==> config.mk <==
export PLATFORM = sky130hd
export DESIGN_NAME = coef_dbuf_store
export DESIGN_NICKNAME = d
export VERILOG_FILES = /design/src/rtl/coef_dbuf_pkg.sv /design/src/rtl/coef_addr_split.sv /design/src/rtl/coef_bank_ctrl.sv /design/src/rtl/coef_bank_array.sv /design/src/rtl/coef_dbuf_store.sv
export SDC_FILE = /design/constraint.sdc
export NUM_CORES = 1
export LEC_CHECK = 0
export BUFFER_PORTS_ARGS = -buffer_cell sky130_fd_sc_hd__buf_4
export CORE_MARGIN = 3
export CORE_UTILIZATION = 28
export DETAILED_ROUTE_END_ITERATION = 16
export PLACE_DENSITY_LB_ADDON = 0.05
export SKIP_CTS_REPAIR_TIMING = 1
export SYNTH_ARGS = -nofsm -noshare
export SYNTH_HDL_FRONTEND = slang
export SYNTH_HIERARCHICAL = 1
export SYNTH_SLANG_ARGS = --single-unit
==> constraint.sdc <==
create_clock -name clk -period 3.3 [get_ports clk]
set_input_delay 0.165 -clock clk [delete_from_list [all_inputs] [get_ports clk]]
set_output_delay 0.165 -clock clk [all_outputs]
set_load 0.05 [all_outputs]
==> src/rtl/coef_dbuf_pkg.sv <==
// Package: shared helpers for the double-buffered coefficient store.
// Assumes: phase counts and repeat factor are at least 1.
package coef_dbuf_pkg;

    // Which of the two physical banks plays a role.
    typedef enum logic {
        BANK_A = 1'b0,
        BANK_B = 1'b1
    } bank_t;

    // Row count: one row per phase per processing cycle.
    function automatic int phase_rows(input int px, input int py, input int rep);
        return px * py * rep;
    endfunction

    // Index width that is never zero.
    function automatic int idx_bits(input int n);
        return (n <= 1) ? 1 : $clog2(n);
    endfunction

endpackage

==> src/rtl/coef_addr_split.sv <==
// Module: splits the concatenated write address into row and column and
// range-checks both the write target and the read row.
// Assumes: row index is the upper field of the write address.
module coef_addr_split #(
    parameter int ROWS   = 9,
    parameter int COLS   = 4,
    parameter int ROW_AW = 4,
    parameter int COL_AW = 2
) (
    input  logic                     wr_en,
    input  logic [ROW_AW+COL_AW-1:0] wr_addr,
    input  logic [ROW_AW-1:0]        rd_row,
    output logic                     wr_hit,
    output logic [ROW_AW-1:0]        wr_row,
    output logic [COL_AW-1:0]        wr_col,
    output logic                     rd_hit
);

    localparam logic [ROW_AW:0] ROW_LIM = (ROW_AW+1)'(ROWS);
    localparam logic [COL_AW:0] COL_LIM = (COL_AW+1)'(COLS);

    // Field split of the write address.
    assign wr_row = wr_addr[ROW_AW+COL_AW-1:COL_AW];
    assign wr_col = wr_addr[COL_AW-1:0];

    // Range qualification of both sides.
    always_comb begin
        wr_hit = wr_en && ({1'b0, wr_row} < ROW_LIM) && ({1'b0, wr_col} < COL_LIM);
        rd_hit = ({1'b0, rd_row} < ROW_LIM);
    end

endmodule

==> src/rtl/coef_bank_ctrl.sv <==
// Module: tracks the pending swap and which bank is active. The exchange
// waits for a frame-start marker seen while a request is pending.
// Assumes: frame_start is a single-cycle marker synchronous to clk.
module coef_bank_ctrl
    import coef_dbuf_pkg::*;
(
    input  logic  clk,
    input  logic  rst_n,
    input  logic  swap_req,
    input  logic  frame_start,
    output logic  pending,
    output bank_t act_next
);

    bank_t act_q;

    // Active bank after this edge: flips only on a pending swap at frame start.
    always_comb begin
        act_next = act_q;
        if (pending && frame_start) begin
            act_next = (act_q == BANK_A) ? BANK_B : BANK_A;
        end
    end

    // Role and request state; requests while pending are absorbed.
    always_ff @(posedge clk) begin
        if (!rst_n) begin
            act_q   <= BANK_A;
            pending <= 1'b0;
        end else begin
            act_q <= act_next;
            if (pending) begin
                pending <= !frame_start;
            end else begin
                pending <= swap_req;
            end
        end
    end

endmodule

==> src/rtl/coef_bank_array.sv <==
// Module: two banks of ROWS x COLS coefficients, one write port and a
// registered full-row read with per-lane sign or zero extension.
// Assumes: wr_bank never equals rd_bank in the same cycle (standby vs active).
module coef_bank_array #(
    parameter int ROWS        = 9,
    parameter int COLS        = 4,
    parameter int CW          = 8,
    parameter int OW          = 12,
    parameter bit SIGNED_COEF = 1'b1,
    parameter int ROW_AW      = 4,
    parameter int COL_AW      = 2
) (
    input  logic                 clk,
    input  logic                 rst_n,
    input  logic                 wr_hit,
    input  logic                 wr_bank,
    input  logic [ROW_AW-1:0]    wr_row,
    input  logic [COL_AW-1:0]    wr_col,
    input  logic [CW-1:0]        wr_data,
    input  logic                 rd_hit,
    input  logic                 rd_bank,
    input  logic [ROW_AW-1:0]    rd_row,
    output logic [COLS*OW-1:0]   rd_coefs
);

    localparam int EXT = OW - CW;

    logic [CW-1:0]      mem [2][ROWS][COLS];
    logic [ROW_AW-1:0]  rd_idx;
    logic [COLS*OW-1:0] row_wide;

    // Guard the read index so an out-of-range row never indexes the array.
    assign rd_idx = rd_hit ? rd_row : '0;

    // Storage: cleared by reset, then one coefficient written per cycle.
    always_ff @(posedge clk) begin
        if (!rst_n) begin
            for (int b = 0; b < 2; b++) begin
                for (int r = 0; r < ROWS; r++) begin
                    for (int c = 0; c < COLS; c++) begin
                        mem[b][r][c] <= '0;
                    end
                end
            end
        end else if (wr_hit) begin
            mem[wr_bank][wr_row][wr_col] <= wr_data;
        end
    end

    // Per-lane widening, variant picked by parameters.
    for (genvar c = 0; c < COLS; c++) begin : g_lane
        logic [CW-1:0] raw;
        assign raw = mem[rd_bank][rd_idx][c];
        if (EXT == 0) begin : g_plain
            assign row_wide[c*OW +: OW] = raw;
        end else if (SIGNED_COEF) begin : g_sext
            assign row_wide[c*OW +: OW] = {{EXT{raw[CW-1]}}, raw};
        end else begin : g_zext
            assign row_wide[c*OW +: OW] = {{EXT{1'b0}}, raw};
        end
    end

    // Registered row output; out-of-range rows read as zero.
    always_ff @(posedge clk) begin
        if (!rst_n) begin
            rd_coefs <= '0;
        end else begin
            rd_coefs <= rd_hit ? row_wide : '0;
        end
    end

endmodule

==> src/rtl/coef_dbuf_store.sv <==
// Module: top of the double-buffered coefficient store. Writes land in the
// standby bank; a requested exchange takes effect at the next frame start.
// Assumes: OW >= CW; row index is the upper field of wr_addr.
module coef_dbuf_store
    import coef_dbuf_pkg::*;
#(
    parameter int PHASE_X     = 3,
    parameter int PHASE_Y     = 3,
    parameter int REPEAT      = 1,
    parameter int COLS        = 4,
    parameter int CW          = 8,
    parameter int OW          = 12,
    parameter bit SIGNED_COEF = 1'b1,
    localparam int ROWS       = phase_rows(PHASE_X, PHASE_Y, REPEAT),
    localparam int ROW_AW     = idx_bits(ROWS),
    localparam int COL_AW     = idx_bits(COLS),
    localparam int AW         = ROW_AW + COL_AW
) (
    input  logic               clk,
    input  logic               rst_n,
    input  logic               wr_en,
    input  logic [AW-1:0]      wr_addr,
    input  logic [CW-1:0]      wr_data,
    input  logic               swap_req,
    input  logic               frame_start,
    output logic               swap_pending,
    input  logic [ROW_AW-1:0]  rd_row,
    output logic [COLS*OW-1:0] rd_coefs
);

    logic              wr_hit;
    logic              rd_hit;
    logic [ROW_AW-1:0] wr_row;
    logic [COL_AW-1:0] wr_col;
    bank_t             act_next;
    logic              rd_bank;
    logic              wr_bank;

    // Read follows the post-edge active bank; writes go to its partner.
    assign rd_bank = act_next;
    assign wr_bank = ~rd_bank;

    coef_addr_split #(
        .ROWS  (ROWS),
        .COLS  (COLS),
        .ROW_AW(ROW_AW),
        .COL_AW(COL_AW)
    ) u_split (
        .wr_en  (wr_en),
        .wr_addr(wr_addr),
        .rd_row (rd_row),
        .wr_hit (wr_hit),
        .wr_row (wr_row),
        .wr_col (wr_col),
        .rd_hit (rd_hit)
    );

    coef_bank_ctrl u_ctrl (
        .clk        (clk),
        .rst_n      (rst_n),
        .swap_req   (swap_req),
        .frame_start(frame_start),
        .pending    (swap_pending),
        .act_next   (act_next)
    );

    coef_bank_array #(
        .ROWS       (ROWS),
        .COLS       (COLS),
        .CW         (CW),
        .OW         (OW),
        .SIGNED_COEF(SIGNED_COEF),
        .ROW_AW     (ROW_AW),
        .COL_AW     (COL_AW)
    ) u_array (
        .clk     (clk),
        .rst_n   (rst_n),
        .wr_hit  (wr_hit),
        .wr_bank (wr_bank),
        .wr_row  (wr_row),
        .wr_col  (wr_col),
        .wr_data (wr_data),
        .rd_hit  (rd_hit),
        .rd_bank (rd_bank),
        .rd_row  (rd_row),
        .rd_coefs(rd_coefs)
    );

endmodule

==> reports/qor.txt, run 1 <==
Post-route total power -> 18.54 mW
Actual slew at the worst max-slew pin -> 847.8 ps
Cell mode on critical path -> buf_4
Number of input and output port buffers inserted -> 71
Post-synth net total -> 1895
Overall die area -> 100600 µm²
Register clock-pin slew on the reported worst setup and hold paths -> 60 ps
Total negative slack -> 0 ps
Number of routed nets with antenna violations -> 0
Half-perimeter wire length after placement -> 64670 µm
CTS H-tree lvls -> 3
Finish-stage setup viols -> 0
Run status -> finished clean
Critical path start-end classification -> reg2reg
R2r endpoint -> u_array/rd_coefs[6]
Type of origin of the critical path -> flip-flop
Minimum clock period after layout -> 2907 ps
Hold Path Cell Cnt -> 2
Number of rows in the core area -> 113
Capture endpoint of the worst hold path -> u_array/mem[0][15]
Global-route congestion overflow total -> 0
Kind of cell adding the most delay to the critical path -> buffers and inverters
Layout cell share with drive strength beyond 1 -> 25.33%
Number of antenna violations at the first check in global routing -> 6
Multi-input logic area -> 8362 µm²
Fraction of the yosys area taken by sequential cells -> 66.30%
Number of buffers on the longest clock path -> 3
Clock sink total -> 610
Final cycle utilization of the critical path -> 88.09%
Path depth of the worst reg2reg path -> 8
Leak -> 11.06 nW
Count of flip-flops with a built-in enable after synthesis -> 576
Number of maximum-capacitance constraint violations -> 0
Netlist area before placement -> 27110 µm²
Share of synthesized registers carrying an async set or reset -> 0%
Routed wirelength normalized by instance count -> 29.87 µm
Total number of vias -> 17.23k
Most used cells in the layout excluding fill and tap cells -> 576 x edfxtp_1, 233 x buf_4, 202 x nor2_1, 129 x mux2i_1, 128 x mux2_2
Drc violations -> 0
Number of DRC markers in iteration 0 -> 1479
Main flop type after synthesis -> edfxtp_1
Fillcell total -> 9410
Overall Global Routing Usage -> 20.00%
R2R Path Start -> u_ctrl/pending
Maximum number of pins on one net before global-route repair -> 66
Power density over the cells -> 574.2 nW/µm²
Clock tree from TritonCTS -> yes
Die height -> 317.2 µm
Clk root buf -> clkbuf_16
Tightest slew margin relative to the limit -> 43.27%
Highest cell delay on the worst timing path -> 560 ps
FF+latch area -> 17980 µm²
Slack of the worst reg-to-reg path -> 390 ps
Global-route wire length before repair -> 141200 µm
Area of the placeable core -> 95580 µm²
Initial Util -> 28.37%
Setup repair after global routing missed its margin -> no
Flops & latches, synth -> 610
CP Cell Sequence -> nand2_1 -> xnor2_2 -> buf_12 -> buf_4 -> buf_4 -> mux4_2 -> o211ai_1 -> o221ai_1
Number of slew-limit violations in the final report -> 0
Launch instance of the worst min-delay path -> wr_data[7]
Endpoint kind of the worst setup timing path -> flip-flop
Number of cells produced by synthesis -> 1872
Number of distinct library cell variants in the gate-level netlist after synthesis -> 47
Top-level port count -> 72
Most common cell after layout, fill and taps aside -> edfxtp_1
Initial DRT Pass Iterations -> 5
Classification of the worst-slack hold path -> in2reg
Highest clock frequency the design can meet -> 344.0 MHz
Data arrival time at the worst-slack endpoint -> 3360 ps
Total Wirelength -> 100400 µm
Number of buffers created by CTS -> 73
Peak ir drop on the vdd network -> 0.0003422 V
Layout Nets -> 2059
Cell at the slowest stage of the critical path -> mux4_2
DIE WIDTH -> 317.2 µm
Maximum net fanout on the critical path -> 30
Synthesis warning total -> 6
Buffers plus inverters on the worst setup path -> 3
Per-cell via count in the routed design -> 5.123
Clock Latency Late Sink -> 620 ps
Max Clock Skew -> 24.63 ps
Area delta synth->final -> 19.10%
Routability Congestion -> 0.7766
Number of failing hold endpoints at the final stage -> 0
Vias in the first global route -> 17.70k
Mapped Avg Cell Area -> 14.48 µm²
Crit path required time -> 3750 ps
-- kinds of logic (layout without fill, tap and decap cells) --
| family | after synthesis | in the layout | share of synthesized area [%] |
|---|---|---|---|
| simple gates | 452 | 452 | 8.325 |
| mux | 289 | 289 | 12.74 |
| other cells | 0 | 2 | 0 |
| xor+xnor | 1 | 1 | 0.03231 |
| compound gates | 355 | 355 | 9.479 |
| buf+inv | 165 | 389 | 3.124 |
| flops | 610 | 610 | 66.30 |
-- Yosys cell counts (34+ instances only) --
library cell / count / area share, %
a21oi_1: 40 / 0.74
and2_1: 90 / 2.1
buf_2: 38 / 0.70
clkbuf_1: 83 / 1.1
dfxtp_1: 34 / 2.5
edfxtp_1: 576 / 64
mux2_2: 128 / 5.3
mux2i_1: 129 / 4.8
nand2_1: 50 / 0.69
nor2_1: 202 / 2.8
o21ai_0: 44 / 0.81
-- layout make-up --
cell class / count / share of cell area, %
tap: 1265 / 4.902
sequential: 610 / 55.67
inverter: 2 / 0.02325
multi-input combinational: 1097 / 25.90
antenna: 2 / 0.01550
clock inverter: 24 / 0.4378
clock buffer: 111 / 6.552
timing repair buffer: 252 / 6.502
-- where the power goes --
group / switching, mW / internal [mW]
logic: 1.18 / 0.709
registers: 0.132 / 8.82
clock network: 3.21 / 4.50
-- worst max path at each step --
stage	start	endpoint	slack, ps	cells after the start
3_5_place_dp	u_ctrl/pending	u_array/rd_coefs[6]	390	9
2_1_floorplan	u_ctrl/pending	u_array/mem[0][48]	630	7
4_1_cts	u_ctrl/pending	u_array/rd_coefs[6]	380	9
6_report	u_ctrl/pending	u_array/rd_coefs[6]	390	8
3_3_place_gp	u_ctrl/pending	u_array/rd_coefs[4]	430	9
5_1_grt	u_ctrl/pending	u_array/rd_coefs[6]	190	9
-- metal layers --
metal,share of wire (%),vias to the layer above,global-route usage [%]
met5,0,-,0
met4,2.3,0,5.603
met3,5.0,120,3.004
met2,46,502,31.32
met1,47,9055,28.83
li1,-,7551,-
-- sequential cells by signal, summed over array words and instances (netlist names) --
register          count
u_array/mem         576
u_ctrl/pending        1
u_ctrl/act_q          1
u_array/rd_coefs     32
-- metrics by stage --
| step | cells | worst slack [ps] | hold WS [ps] | util (%) | area, µm² |
|---|---|---|---|---|---|
| after CTS | 3358 | 380.8 | -206.0 | 33.75 | 32260 |
| after detailed placement | 3223 | 388.8 | 449.4 | 31.39 | 30000 |
| after global routing | 3361 | 193.7 | 92.13 | 33.78 | 32290 |
| after floorplan | 1872 | 626.9 | 314.1 | - | 27110 |
| final | 3363 | 393.2 | 92.01 | 33.79 | 32290 |
| after global placement | 3223 | 428.3 | 440.5 | 31.38 | 29990 |
Power figures use the tool's default switching activity.
==> run 2, diff against run 1 <==
Clock period 3.3 ns to 3.5 ns, I/O delays scaled along.
==> run 2 against run 1 <==
Against the previous run: register-to-register slack worse by 30 ps; routed wire length is 0.55% lower; total power is 4.6% lower; critical path depth is 1 higher; global-route usage is 0.18 points lower; critical endpoint is now u_array/rd_coefs[42]; largest cell class unchanged.
==> reports/qor.txt, run 2 (same netlist as run 1, synthesis figures left out) <==
Overall Global Routing Usage -> 19.82% (was 20.00%)
Power density over the cells -> 546.3 nW/µm² (was 574.2 nW/µm²)
Overall die area -> 100600 µm² (unchanged)
Clock tree from TritonCTS -> yes (unchanged)
Leak -> 11.10 nW (was 11.06 nW)
Hold Path Cell Cnt -> 2 (unchanged)
Highest cell delay on the worst timing path -> 610 ps (was 560 ps)
Register clock-pin slew on the reported worst setup and hold paths -> 60 ps (about the same)
Final cycle utilization of the critical path -> 89.51% (was 88.09%)
Number of antenna violations at the first check in global routing -> 3 (was 6)
Routability Congestion -> 0.7651 (was 0.7766)
Die height -> 317.2 µm (unchanged)
Layout cell share with drive strength beyond 1 -> 25.51% (was 25.33%)
Layout Nets -> 2065 (was 2059)
Cell mode on critical path -> buf_12 (was buf_4)
Routed wirelength normalized by instance count -> 29.61 µm (was 29.87 µm)
Crit path required time -> 3980 ps (was 3750 ps)
Critical path start-end classification -> reg2reg (unchanged)
Global-route congestion overflow total -> 0 (unchanged)
Finish-stage setup viols -> 0 (unchanged)
Maximum number of pins on one net before global-route repair -> 79 (was 66)
Number of maximum-capacitance constraint violations -> 0 (unchanged)
Path depth of the worst reg2reg path -> 9 (was 8)
Endpoint kind of the worst setup timing path -> flip-flop (unchanged)
Minimum clock period after layout -> 3133 ps (was 2907 ps)
Half-perimeter wire length after placement -> 63670 µm (was 64670 µm)
Number of slew-limit violations in the final report -> 0 (unchanged)
Number of buffers on the longest clock path -> 3 (unchanged)
Tightest slew margin relative to the limit -> 35.02% (was 43.27%)
Number of input and output port buffers inserted -> 71 (unchanged)
Largest registers -> u_array/mem x576, u_array/rd_coefs x32 (unchanged)
Total Wirelength -> 99890 µm (was 100400 µm)
Largest register by flop count -> u_array/mem (unchanged)
Area post-placement -> 29990 µm² (was 30000 µm²)
Final Instance Area -> 32400 µm² (was 32290 µm²)
Run status -> finished clean (unchanged)
Clock Latency Late Sink -> 630 ps (was 620 ps)
Number of buffers created by CTS -> 76 (was 73)
Most common cell after layout, fill and taps aside -> edfxtp_1 (unchanged)
Max Clock Skew -> 30.57 ps (was 24.63 ps)
Clk root buf -> clkbuf_16 (unchanged)
Classification of the worst-slack hold path -> in2reg (unchanged)
Setup repair after global routing missed its margin -> no (unchanged)
Drc violations -> 0 (unchanged)
Number of DRC markers in iteration 0 -> 1493 (was 1479)
Actual slew at the worst max-slew pin -> 974.7 ps (was 847.8 ps)
Vias in the first global route -> 17.47k (was 17.70k)
Number of routed nets with antenna violations -> 0 (unchanged)
Area of the placeable core -> 95580 µm² (unchanged)
Total number of vias -> 17.08k (was 17.23k)
CP Cell Sequence -> nand2_1 -> xnor2_2 -> buf_4 -> buf_12 -> buf_12 -> mux2_2 -> a21o_1 -> a221oi_1 -> o221ai_1 (was nand2_1 -> xnor2_2 -> buf_12 -> buf_4 -> buf_4 -> mux4_2 -> o211ai_1 -> o221ai_1)
Per-cell via count in the routed design -> 5.064 (was 5.123)
Cell at the slowest stage of the critical path -> a221oi_1 (was mux4_2)
Clock sink total -> 610 (unchanged)
Initial DRT Pass Iterations -> 7 (was 5)
Top-level port count -> 72 (unchanged)
CTS H-tree lvls -> 3 (unchanged)
Type of origin of the critical path -> flip-flop (unchanged)
Number of failing hold endpoints at the final stage -> 0 (unchanged)
Global-route wire length before repair -> 139500 µm (was 141200 µm)
Most used cells in the layout excluding fill and tap cells -> 576 x edfxtp_1, 236 x buf_4, 202 x nor2_1, 129 x mux2i_1, 128 x mux2_2 (was 576 x edfxtp_1, 233 x buf_4, 202 x nor2_1, 129 x mux2i_1, 128 x mux2_2)
Total negative slack -> 0 ps (unchanged)
Peak ir drop on the vdd network -> 0.0003223 V (was 0.0003422 V)
Highest clock frequency the design can meet -> 319.2 MHz (was 344.0 MHz)
Maximum net fanout on the critical path -> 46 (was 30)
Number of rows in the core area -> 113 (unchanged)
Area delta synth->final -> 19.48% (was 19.10%)
Data arrival time at the worst-slack endpoint -> 3610 ps (was 3360 ps)
DIE WIDTH -> 317.2 µm (unchanged)
Initial Util -> 28.37% (unchanged)
Max reg flops -> 576 (unchanged)
==> run 2: changes by cell type in the layout (fill, tap and decap cells not counted), moves of 2 or more <==
cell / delta
clkinv_2: -6
clkbuf_8: +4
inv_6: +4
buf_4: +3
clkinv_1: +2
==> run 2: power by group <==
group	switching (mW)	internal, mW
Clock	3.06	4.43
Combinational	1.10	0.664
Sequential	0.128	8.32
Total	4.29	13.4
==> run 2: worst paths after layout <==
path | start | endpoint | slack [ps]
setup / recovery | u_ctrl/pending | u_array/rd_coefs[42] | 370
hold / removal | wr_data[0] | u_array/mem[0][272] | 110
setup reg to reg | u_ctrl/pending | u_array/rd_coefs[42] | 370
hold reg to reg | u_array/mem[1][256] | u_array/rd_coefs[36] | 600
==> run 2: cell type report <==
class / count / area, µm²
Timing Repair Buffer: 255 / 2112
Clock inverter: 25 / 183.9
Fill cell: 9418 / 63180
Tap cell: 1265 / 1583
Inverter: 2 / 7.507
Multi-Input combinational cell: 1097 / 8351
Sequential cell: 610 / 17980
Clock buffer: 116 / 2175
Antenna cell: 3 / 7.507
==> run 2: per-stage QoR <==
step,std cells,worst slack (ps),power (mW),hold WS [ps],util [%]
3_5_place_dp,3225,390.5,10.37,452.8,31.38
3_3_place_gp,3225,378.9,10.38,450.9,31.38
4_1_cts,3366,384.4,17.96,-215.2,33.85
5_1_grt,3370,194.1,18.36,81.88,33.89
6_report,3373,367.1,17.70,111.3,33.90
2_1_floorplan,1872,826.9,9.665,324.1,-
==> run 2: metal layers <==
| layer | part of all wire (%) | vias to the layer above | track usage, % | wire length (µm) |
|---|---|---|---|---|
| li1 | - | 7583 | - | - |
| met1 | 48 | 8906 | 28.91 | 47530 |
| met2 | 46 | 489 | 31.10 | 45800 |
| met3 | 4.9 | 103 | 3.043 | 4896 |
| met4 | 1.7 | 0 | 4.464 | 1660 |
| met5 | 0 | - | 0 | 0 |
==> run 2: critical path, delay by kind of cell (launching register included) <==
| kind | cells | cell delay [ps] |
|---|---|---|
| AO/OA/AOI/OAI | 3 | 970 |
| XOR/XNOR | 1 | 280 |
| buffers and inverters | 3 | 770 |
| flip-flops | 1 | 370 |
| multiplexers | 1 | 360 |
| AND/OR/NAND/NOR | 1 | 140 |
